--- config.mk ---
export PLATFORM = sky130hd
export DESIGN_NAME = pgrd_seq
export DESIGN_NICKNAME = d
export VERILOG_FILES = /design/src/rtl/pgrd_pkg.sv /design/src/rtl/pgrd_crc16.sv /design/src/rtl/pgrd_cursor.sv /design/src/rtl/pgrd_ctrl.sv /design/src/rtl/pgrd_seq.sv
export SDC_FILE = /design/constraint.sdc
export NUM_CORES = 1
export LEC_CHECK = 0
export BUFFER_PORTS_ARGS = -buffer_cell sky130_fd_sc_hd__buf_2
export CAP_MARGIN = 20
export CORE_ASPECT_RATIO = 0.8
export CORE_UTILIZATION = 45
export DETAILED_ROUTE_END_ITERATION = 8
export GPL_ROUTABILITY_DRIVEN = 0
export PLACE_DENSITY = 0.66
export SLEW_MARGIN = 20
export SYNTH_ARGS = -nofsm -noshare
export SYNTH_HDL_FRONTEND = slang
export SYNTH_HIERARCHICAL = 1
export SYNTH_SLANG_ARGS = --single-unit
--- constraint.sdc ---
create_clock -name clk -period 5.4 [get_ports clk]
set_input_delay 0.54 -clock clk [delete_from_list [all_inputs] [get_ports clk]]
set_output_delay 0.54 -clock clk [all_outputs]
set_load 0.02 [all_outputs]
--- src/rtl/pgrd_pkg.sv ---
package pgrd_pkg;

   typedef enum logic [2:0] {
      ST_CMD,
      ST_ALO,
      ST_AHI,
      ST_DATA,
      ST_RED,
      ST_CLO,
      ST_CHI,
      ST_DONE
   } pgrd_state_e;

   localparam logic [7:0] OP_PLAIN = 8'hF0;
   localparam logic [7:0] OP_EXT   = 8'hA5;

   // one byte through a reflected CRC16, least significant bit first
   function automatic logic [15:0] crc16_byte(input logic [15:0] seed,
                                               input logic [7:0]  din,
                                               input logic [15:0] poly_r);
      logic [15:0] c;
      c = seed;
      for (int i = 0; i < 8; i++) begin
         if (c[0] ^ din[i]) c = (c >> 1) ^ poly_r;
         else               c = c >> 1;
      end
      return c;
   endfunction

endpackage

--- src/rtl/pgrd_crc16.sv ---
module pgrd_crc16 #(
   parameter logic [15:0] POLY_R = 16'hA001
) (
   input  logic        clk,
   input  logic        rst_n,
   input  logic        clr,
   input  logic        en,
   input  logic [7:0]  din,
   output logic [15:0] crc
);
   import pgrd_pkg::*;

   always_ff @(posedge clk or negedge rst_n) begin
      if (!rst_n)   crc <= '0;
      else if (clr) crc <= '0;
      else if (en)  crc <= crc16_byte(crc, din, POLY_R);
   end

endmodule

--- src/rtl/pgrd_cursor.sv ---
module pgrd_cursor #(
   parameter int ADDR_W = 7,
   parameter int PAGE_W = 5
) (
   input  logic                       clk,
   input  logic                       rst_n,
   input  logic                       load,
   input  logic [ADDR_W-1:0]          load_val,
   input  logic                       step,
   output logic [ADDR_W-1:0]          addr,
   output logic [ADDR_W-PAGE_W-1:0]   page,
   output logic                       pg_end,
   output logic                       mem_end
);
   always_ff @(posedge clk or negedge rst_n) begin
      if (!rst_n)     addr <= '0;
      else if (load)  addr <= load_val;
      else if (step)  addr <= addr + 1'b1;
   end

   assign page    = addr[ADDR_W-1:PAGE_W];
   assign pg_end  = &addr[PAGE_W-1:0];
   assign mem_end = &addr;

endmodule

--- src/rtl/pgrd_ctrl.sv ---
module pgrd_ctrl (
   input  logic                  clk,
   input  logic                  rst_n,
   input  logic                  bus_reset,
   input  logic                  rx_valid,
   input  logic [7:0]            rx_byte,
   input  logic                  rd_req,
   input  logic [7:0]            mem_rdata,
   input  logic [7:0]            stat_rdata,
   input  logic [15:0]           crc_tx,
   input  logic                  pg_end,
   input  logic                  mem_end,
   output logic                  cur_load,
   output logic                  cur_step,
   output logic                  crc_clr,
   output logic                  crc_en,
   output logic [7:0]            crc_din,
   output logic [7:0]            rd_data,
   output logic                  rd_valid,
   output pgrd_pkg::pgrd_state_e st,
   output logic                  ext
);
   import pgrd_pkg::*;

   pgrd_state_e st_n;
   logic        ext_n, hdr_q, hdr_n, fin_q, fin_n;
   logic [7:0]  tx;

   always_comb begin
      st_n     = st;
      ext_n    = ext;
      hdr_n    = hdr_q;
      fin_n    = fin_q;
      tx       = 8'hFF;
      crc_clr  = 1'b0;
      crc_en   = 1'b0;
      crc_din  = rx_byte;
      cur_load = 1'b0;
      cur_step = 1'b0;
      if (bus_reset) begin
         st_n    = ST_CMD;
         crc_clr = 1'b1;
      end else begin
         unique case (st)
            ST_CMD: if (rx_valid) begin
               if (rx_byte == OP_PLAIN || rx_byte == OP_EXT) begin
                  crc_en = 1'b1;
                  ext_n  = (rx_byte == OP_EXT);
                  st_n   = ST_ALO;
               end else begin
                  st_n = ST_DONE;
               end
            end
            ST_ALO: if (rx_valid) begin
               crc_en   = 1'b1;
               cur_load = 1'b1;
               st_n     = ST_AHI;
            end
            ST_AHI: if (rx_valid) begin
               crc_en = 1'b1;
               st_n   = ext ? ST_RED : ST_DATA;
            end
            ST_DATA: if (rd_req) begin
               tx       = mem_rdata;
               crc_en   = 1'b1;
               crc_din  = mem_rdata;
               cur_step = 1'b1;
               if (ext ? pg_end : mem_end) begin
                  st_n  = ST_CLO;
                  hdr_n = 1'b0;
                  fin_n = mem_end;
               end
            end
            ST_RED: if (rd_req) begin
               tx      = stat_rdata;
               crc_en  = 1'b1;
               crc_din = stat_rdata;
               hdr_n   = 1'b1;
               st_n    = ST_CLO;
            end
            ST_CLO: if (rd_req) begin
               tx   = crc_tx[7:0];
               st_n = ST_CHI;
            end
            ST_CHI: if (rd_req) begin
               tx = crc_tx[15:8];
               if (!ext || (!hdr_q && fin_q)) begin
                  st_n = ST_DONE;
               end else begin
                  crc_clr = 1'b1;
                  st_n    = hdr_q ? ST_DATA : ST_RED;
               end
            end
            default: ;
         endcase
      end
   end

   always_ff @(posedge clk or negedge rst_n) begin
      if (!rst_n) begin
         st       <= ST_CMD;
         ext      <= 1'b0;
         hdr_q    <= 1'b0;
         fin_q    <= 1'b0;
         rd_data  <= 8'hFF;
         rd_valid <= 1'b0;
      end else begin
         st       <= st_n;
         ext      <= ext_n;
         hdr_q    <= hdr_n;
         fin_q    <= fin_n;
         rd_valid <= rd_req;
         if (rd_req) rd_data <= tx;
      end
   end

endmodule

--- src/rtl/pgrd_seq.sv ---
module pgrd_seq #(
   parameter int          ADDR_W  = 7,
   parameter int          PAGE_W  = 5,
   parameter logic [15:0] POLY_R  = 16'hA001,
   parameter bit          CRC_INV = 1'b1,
   localparam int         PG_W    = ADDR_W - PAGE_W,
   localparam int         SA_W    = PG_W + 1
) (
   input  logic              clk,
   input  logic              rst_n,
   input  logic              bus_reset,
   input  logic              rx_valid,
   input  logic [7:0]        rx_byte,
   input  logic              rd_req,
   output logic [7:0]        rd_data,
   output logic              rd_valid,
   output logic [ADDR_W-1:0] mem_addr,
   input  logic [7:0]        mem_rdata,
   output logic [SA_W-1:0]   stat_addr,
   input  logic [7:0]        stat_rdata
);
   import pgrd_pkg::*;

   initial begin
      assert (ADDR_W <= 8 && ADDR_W > PAGE_W && PAGE_W > 0)
         else $error("pgrd_seq: address fields do not fit one byte");
   end

   logic              cur_load, cur_step, pg_end, mem_end;
   logic [PG_W-1:0]   page;
   logic              crc_clr, crc_en;
   logic [7:0]        crc_din;
   logic [15:0]       crc_q, crc_tx;
   pgrd_state_e       st;
   logic              ext;

   pgrd_cursor #(.ADDR_W(ADDR_W), .PAGE_W(PAGE_W)) u_cursor (
      .clk      (clk),
      .rst_n    (rst_n),
      .load     (cur_load),
      .load_val (rx_byte[ADDR_W-1:0]),
      .step     (cur_step),
      .addr     (mem_addr),
      .page     (page),
      .pg_end   (pg_end),
      .mem_end  (mem_end)
   );

   pgrd_crc16 #(.POLY_R(POLY_R)) u_crc (
      .clk   (clk),
      .rst_n (rst_n),
      .clr   (crc_clr),
      .en    (crc_en),
      .din   (crc_din),
      .crc   (crc_q)
   );

   generate
      if (CRC_INV) begin : g_crc_inv
         assign crc_tx = ~crc_q;
      end else begin : g_crc_raw
         assign crc_tx = crc_q;
      end
   endgenerate

   assign stat_addr = {1'b0, page} + 1'b1;

   pgrd_ctrl u_ctrl (
      .clk        (clk),
      .rst_n      (rst_n),
      .bus_reset  (bus_reset),
      .rx_valid   (rx_valid),
      .rx_byte    (rx_byte),
      .rd_req     (rd_req),
      .mem_rdata  (mem_rdata),
      .stat_rdata (stat_rdata),
      .crc_tx     (crc_tx),
      .pg_end     (pg_end),
      .mem_end    (mem_end),
      .cur_load   (cur_load),
      .cur_step   (cur_step),
      .crc_clr    (crc_clr),
      .crc_en     (crc_en),
      .crc_din    (crc_din),
      .rd_data    (rd_data),
      .rd_valid   (rd_valid),
      .st         (st),
      .ext        (ext)
   );

endmodule

### Word level (Yosys, flattened, before mapping)

Cells that the tools add are included.

| operators by class | value |
|---|---|
| add/sub/neg operators | 2 |
| eq/ne operators | 19 |
| muxes and demuxes | 65 |
| bitwise operators | 18 |
| reductions and logical operators | 18 |

Operators by type and width:

| kind | count |
|---|---|
| 16-bit two-way mux | 24 |
| 3-bit two-way mux | 13 |
| 8-bit two-way mux | 4 |
| 8-bit one-hot mux with 4 select lines | 1 |
| 2-bit NOT with 3-bit output | 8 |
| 3-bit != test (second input constant) | 7 |
| 3-bit one-hot mux with 7 select lines | 1 |
| 1-bit two-way mux | 17 |
| 8-bit equality test (second input constant) | 2 |
| 16-bit NOT | 1 |
| 8-bit one-hot mux with 2 select lines | 1 |
| 7-bit two-way mux | 2 |
| 5-bit AND reduction | 2 |
| 3-bit equality test (second input constant) | 3 |
| 9-bit AND reduction | 1 |
| 4-bit AND reduction | 2 |
| 8-bit nonzero test | 1 |
| 1-bit bitwise XOR | 8 |
| 7-bit by 1-bit adder with 7-bit output (second input constant) | 1 |
| 7-bit AND reduction | 1 |
| 3-bit by 2-bit equality test with 1-bit output (second input constant) | 2 |
| 2-bit nonzero test | 3 |
| 2-bit != test (second input constant) | 2 |
| 2-bit OR reduction | 2 |
| other kinds (11) | 13 |

| storage, ports and cells | value |
|---|---|
| bits in registers | 38 |
| bits of input ports | 29 |
| output and inout port bits | 19 |
| logic and storage cells | 130 |

### Depth between registers and ports, before layout

| depth | value |
|---|---|
| word-level depth | 36 |
| depth in mapped cells | 12 |
| mapped depth without buffers | 10 |

### Modules after synthesis

The synthesis kept the hierarchy.

By module, submodules not included:

| module | times used | cells each | area each (sq um) | seq. area each (sq um) |
|---|---|---|---|---|
| pgrd_ctrl | 1 | 161 | 1262.5 | 385.4 |
| pgrd_crc16 | 1 | 76 | 868.3 | 400.4 |
| pgrd_cursor | 1 | 46 | 432.9 | 175.2 |
| pgrd_seq | 1 | 18 | 76.3 | 0.0 |

### Least setup slack after synthesis

Ideal clock, no wire load.

| timing | value |
|---|---|
| kind | in2reg |
| from | in bus_reset |
| to | reg u_crc.crc[0] |
| setup time | 0.124 ns |
| data arrival time | 2.747 ns |
| data required time | 5.276 ns |
| setup slack | 2.529 ns |
| stages | 12 |
| buffers on the path | 2 |
| cells stage by stage | buf_2 > nor2b_1 > buf_2 > o21ai_2 > nand2_1 > o21ai_0 > xnor2_2 > xnor2_1 > xnor3_2 > xnor2_1 > and4b_1 > a211o_1 |

| between the ends | value |
|---|---|
| elaborated cells on any way between the ends | 36 |
| classes of those cells | 27 x mux; 8 x bitwise; 1 x reduce/logical |

RTL lines:

| element | RTL line | text |
|---|---|---|
| from (decl) | pgrd_seq.sv:11 | `input logic bus_reset,` |
| 8-bit two-way mux | pgrd_ctrl.sv:40 | `if (bus_reset) begin` |
| named net crc_din[4] | pgrd_seq.sv:32 | `logic [7:0] crc_din;` |
| 1-bit bitwise XOR | pgrd_pkg.sv:24 | `if (c[0] ^ din[i]) c = (c >> 1) ^ poly_r;` |
| 16-bit two-way mux | pgrd_pkg.sv:24 |  |
| 16-bit two-way mux | pgrd_crc16.sv:16 | `else if (en) crc <= crc16_byte(crc, din, POLY_R);` |
| 16-bit two-way mux | pgrd_crc16.sv:15 | `else if (clr) crc <= '0;` |
| 1-bit bitwise XOR | pgrd_pkg.sv:24 |  |
| 16-bit two-way mux | pgrd_pkg.sv:24 |  |
| (+2 left out) | n/a |  |
| 1-bit bitwise XOR | pgrd_pkg.sv:24 |  |
| 16-bit two-way mux | pgrd_pkg.sv:24 |  |
| 16-bit two-way mux | pgrd_crc16.sv:16 |  |
| 16-bit two-way mux | pgrd_crc16.sv:15 |  |
| 1-bit bitwise XOR | pgrd_pkg.sv:24 |  |
| 16-bit two-way mux | pgrd_pkg.sv:24 |  |
| 16-bit two-way mux | pgrd_crc16.sv:16 |  |
| 16-bit two-way mux | pgrd_crc16.sv:15 |  |
| to (signal assigned) | pgrd_crc16.sv:16 |  |
| to (decl) | pgrd_crc16.sv:9 | `output logic [15:0] crc` |

The timed path passes the listed nets, and every way through them passes these cells. The select of a mux whose other input is x is not followed.
A chain may end at the register's enable or synchronous reset.

### Final worst setup path

| timing | value |
|---|---|
| from | reg u_ctrl.st[0] |
| to | reg u_crc.crc[0] |

| between the ends | value |
|---|---|
| elaborated cells on any way between the ends | 47 |
| classes of those cells | 5 x eq/ne; 30 x mux; 8 x bitwise; 4 x reduce/logical |

RTL lines:

| element | RTL line | text |
|---|---|---|
| from (decl) | pgrd_ctrl.sv:20 | `output pgrd_pkg::pgrd_state_e st,` |
| from (signal assigned) | pgrd_ctrl.sv:108 | `st <= st_n;` |
| 3-bit equality test or 3-bit by 2-bit equality test with 1-bit output (tied branches) | pgrd_ctrl.sv:44 | `unique case (st)` |
| 8-bit one-hot mux with 2 select lines * | pgrd_ctrl.sv:44 |  |
| 8-bit two-way mux * | pgrd_ctrl.sv:40 |  |
| named net crc_din[4] | pgrd_seq.sv:32 |  |
| 1-bit bitwise XOR * | pgrd_pkg.sv:24 |  |
| 16-bit two-way mux * | pgrd_pkg.sv:24 |  |
| 16-bit two-way mux * | pgrd_crc16.sv:16 |  |
| 16-bit two-way mux * | pgrd_crc16.sv:15 |  |
| (+4 left out) | n/a |  |
| 1-bit bitwise XOR * | pgrd_pkg.sv:24 |  |
| 16-bit two-way mux * | pgrd_pkg.sv:24 |  |
| 16-bit two-way mux * | pgrd_crc16.sv:16 |  |
| 16-bit two-way mux * | pgrd_crc16.sv:15 |  |
| 1-bit bitwise XOR * | pgrd_pkg.sv:24 |  |
| 16-bit two-way mux * | pgrd_pkg.sv:24 |  |
| 16-bit two-way mux * | pgrd_crc16.sv:16 |  |
| 16-bit two-way mux * | pgrd_crc16.sv:15 |  |

Mark *: on every way through the listed nets, which the timed path passes. The rest lies on a longest branch. The select of a mux whose other input is x is not followed.

==> metrics.md <==
| Metric | Value |
|---|---|
| Largest area contributor in the netlist | dfrtp_1 |
| Critical Path Sink | u_crc/crc[0]$_DFFE_PN0P_ |
| Worst-Margin Slew | 0.865 ns |
| Net switching power | 0.000427 W |
| Yosys cell types | 51 |
| Unrepaired setup endpoints after global routing | false |
| Iteration-0 DRC Markers | 173 |
| Post-Route Setup TNS | 0 ns |
| # setup viols final | 0 |
| Ys async rst share | 100% |
| Syn_nets | 333 |
| Post-DP HPWL | 4600 um |
| Vias | 2265 |
| Syn Inst Count | 301 |
| Routed vias/inst | 5.46 |
| Critical Path Stages | 9 |
| Proportion of power drawn by flip-flops and latches | 40.6% |
| Int Pwr | 0.000612 W |
| Pin count of the biggest net entering global routing | 39 |
| CP endpoint kind | flip-flop |
| Sw Share | 41.1% |
| Final wirelength | 6360 um |
| Relative slew slack | 42.3% |
| Logic pwr share | 41.4% |
| CP startpoint | u_ctrl/st[0]$_DFFE_PN0P_ |
| DR WL/cell | 15.3 um |
| Most used cell, CP | xnor2_1 |
| Worst Path Required | 5.58 ns |
| Initial Util | 47.5% |
| Post_cts resized | 0 |
| Final #Nets | 368 |
| Status | complete, no violations |
| Reg2Reg Depth | 9 |
| Clock power share | 18.0% |
| Global-route wire length before repair | 10400 um |
| Clk sink count | 38 |
| PwrDens | 353 nW/um^2 |
| Family with the most delay on the worst path | XOR/XNOR gates |
| Layout cell share with drive strength beyond 1 | 24.9% |
| Tcrit/Tclk final | 63.8% |
| Ant diodes | 0 |
| Number of port buffers | 47 |
| Reg2Reg Setup Slack | 1.95 ns |
| Initial antenna violation count | 0 |
| Fin. Hold Viols | 0 |
| Reg-to-Reg Start | u_ctrl/st[0]$_DFFE_PN0P_ |
| Die area | 6180 sq um |
| DRC violations left | 0 |
| CTS tree | yes |
| Slowest stage delay, CP | 0.67 ns |
| Die Span Y | 70.5 um |
| CTS max path bufs | 2 |
| #FFs+latches synth | 38 |
| Minimum clock period | 3.45 ns |
| Top cell type's share of synthesized area | 28.4% |
| CP Max Fanout | 22 |
| Post-synth EDFFs | 0 |
| Synth top cells by count | nor2_1, dfrtp_1, nand2_1, o21ai_0, inv_1 |
| Crit path max-delay cell type | dfrtp_1 |
| Peak VDD IR | 187 uV |
| H-tree Lvls | 2 |
| GRT Total Usage | 21.9% |
| F_max | 0.290 GHz |
| IO Count | 48 |
| Synth Warn # | 6 |
| Post-route ant nets | 0 |
| Row cnt | 24 |
| Max Cap Viol | 0 |
| Area grow syn2layout | 11.3% |
| Mapped Area | 2640 sq um |
| Hold Path Class | in -> async |
| DRT Pass-1 Iters | 5 |
| Total global routing overflow | 0 |
| Prevailing post-synth register cell | dfrtp_1 |
| CP Class | reg -> reg |
| Total core area | 5560 sq um |
| Leakage | 1.26 nW |
| CP bufs+invs | 0 |
| R2r endpoint | u_crc/crc[0]$_DFFE_PN0P_ |
| Crit path DAT | 3.62 ns |
| Synth top area cells | dfrtp_1, dfstp_2, xnor2_1 |
| Inserted Clock Buffers | 5 |
| Hold buffer count at CTS | 0 |
| Later-pin clock latency in the skew report | 0.28 ns |
| Vias in the first global route | 2028 |
| Post-synthesis sequential area ratio | 36.4% |
| Chip width | 87.6 um |
| Slew Viols, Final | 0 |
| Setup bufs post-CTS | 0 |
| Worst Skew | 0.00546 ns |
| Most instantiated library cell after synthesis | nor2_1 |
| Synth Area per Inst | 8.77 sq um |
| Clock-pin slew on the worst setup and hold paths | 0.07 ns |
| CP Launch Type | flip-flop |
| CTS Root Cell | clkbuf_8 |
| Hold Worst Slack | 0.365 ns |
| Cell chain of the critical path | nor3b_4, a22oi_1, o21ai_0, xnor2_2, xnor2_1, xnor3_2, xnor2_1, and4b_1, a211o_1 |
==> stage by stage <==
step	cells	util (%)	setup slack [ns]	cell area, sq um	total power [W]
detailed placement	407	51.5	1.84	2860	0.000854
floorplan	301	-	2.53	2640	0.000749
finish	415	52.9	1.95	2940	0.00104
global route	415	52.9	1.73	2940	0.00111
global placement	407	51.5	1.94	2860	0.000844
CTS	415	52.9	1.98	2940	0.00105
==> layout by cell type, fill, tap and decap left out, drive strengths merged, types with 9 or more instances in the layout <==
| master | count |
|---|---|
| mux2i | 12 |
| buf | 50 |
| o21ai | 28 |
| nor2 | 37 |
| nand3 | 12 |
| nand2 | 28 |
| inv | 23 |
| xnor2 | 20 |
| a31oi | 10 |
| dfrtp | 30 |
| a211oi | 9 |
| a21oi | 13 |
==> state kept, by name, indices dropped and copies added, names as in the netlist <==
signal           cells
u_ctrl/rd_data       8
u_cursor/addr        7
u_crc/crc           16
u_ctrl/fin_q         1
u_ctrl/st            3
u_ctrl/rd_valid      1
u_ctrl/ext           1
u_ctrl/hdr_q         1
==> cells by family (layout without fill, tap and decap cells) <==
kind of cell	count (synthesis)	in the layout	share of synthesized area, %
flip-flops	38	38	36.4
adder cells (fa/ha/maj)	3	3	1.42
XOR/XNOR	24	24	9.10
AND/OR/NAND/NOR	99	99	20.2
buffers and inverters	45	81	8.67
AO/OA/AOI/OAI	77	77	18.4
multiplexers	15	15	5.83
==> routing by layer <==
layer,up-vias,global-route usage (%),part of all wire [%],wire (um)
met2,93,28.8,40,2530
met4,0,5.46,0.99,63
li1,1119,-,-,-
met5,-,0,0,0
met3,9,4.96,8.2,521
met1,1044,35.6,51,3240
==> worst min-delay path by stage <==
stage / start / end / slack (ns)
floorplan: rst_n / u_crc/crc[0]$_DFFE_PN0P_ / 0.24
CTS: rst_n / u_ctrl/st[1]$_DFFE_PN0P_ / 0.39
detailed placement: u_ctrl/rd_data[1]$_DFFE_PN1P_ / u_ctrl/rd_data[1]$_DFFE_PN1P_ / 0.48
global placement: u_ctrl/rd_data[2]$_DFFE_PN1P_ / u_ctrl/rd_data[2]$_DFFE_PN1P_ / 0.49
finish: rst_n / u_ctrl/st[1]$_DFFE_PN0P_ / 0.36
global route: rst_n / u_ctrl/st[0]$_DFFE_PN0P_ / 0.43
==> final cells by class <==
class                           instances  area, sq um
Inverter                               23         86.3
Tap cell                               78         97.6
Fill cell                             514         2620
Multi-Input combinational cell        218         1460
Clock buffer                            8         80.1
Timing Repair Buffer                   50          258
Sequential cell                        38          961
==> power by group through the flow <==
| stage | logic, W | registers [W] | clock network, W |
|---|---|---|---|
| final | 0.000431 | 0.000421 | 0.000187 |
| after global placement | 0.000419 | 0.000425 | 0 |
| after CTS | 0.000430 | 0.000421 | 0.000195 |
| after floorplan | 0.000306 | 0.000443 | 0 |
| after global routing | 0.000471 | 0.000432 | 0.000206 |
| after detailed placement | 0.000428 | 0.000427 | 0 |
==> worst register-to-register path: stages, from the launching register on <==
cell,delay [ns]
dfrtp_1,0.67
nor3b_4,0.57
a22oi_1,0.24
o21ai_0,0.36
xnor2_2,0.14
xnor2_1,0.23
xnor3_2,0.48
xnor2_1,0.17
and4b_1,0.22
a211o_1,0.26
(Power assumes the default switching activity.)
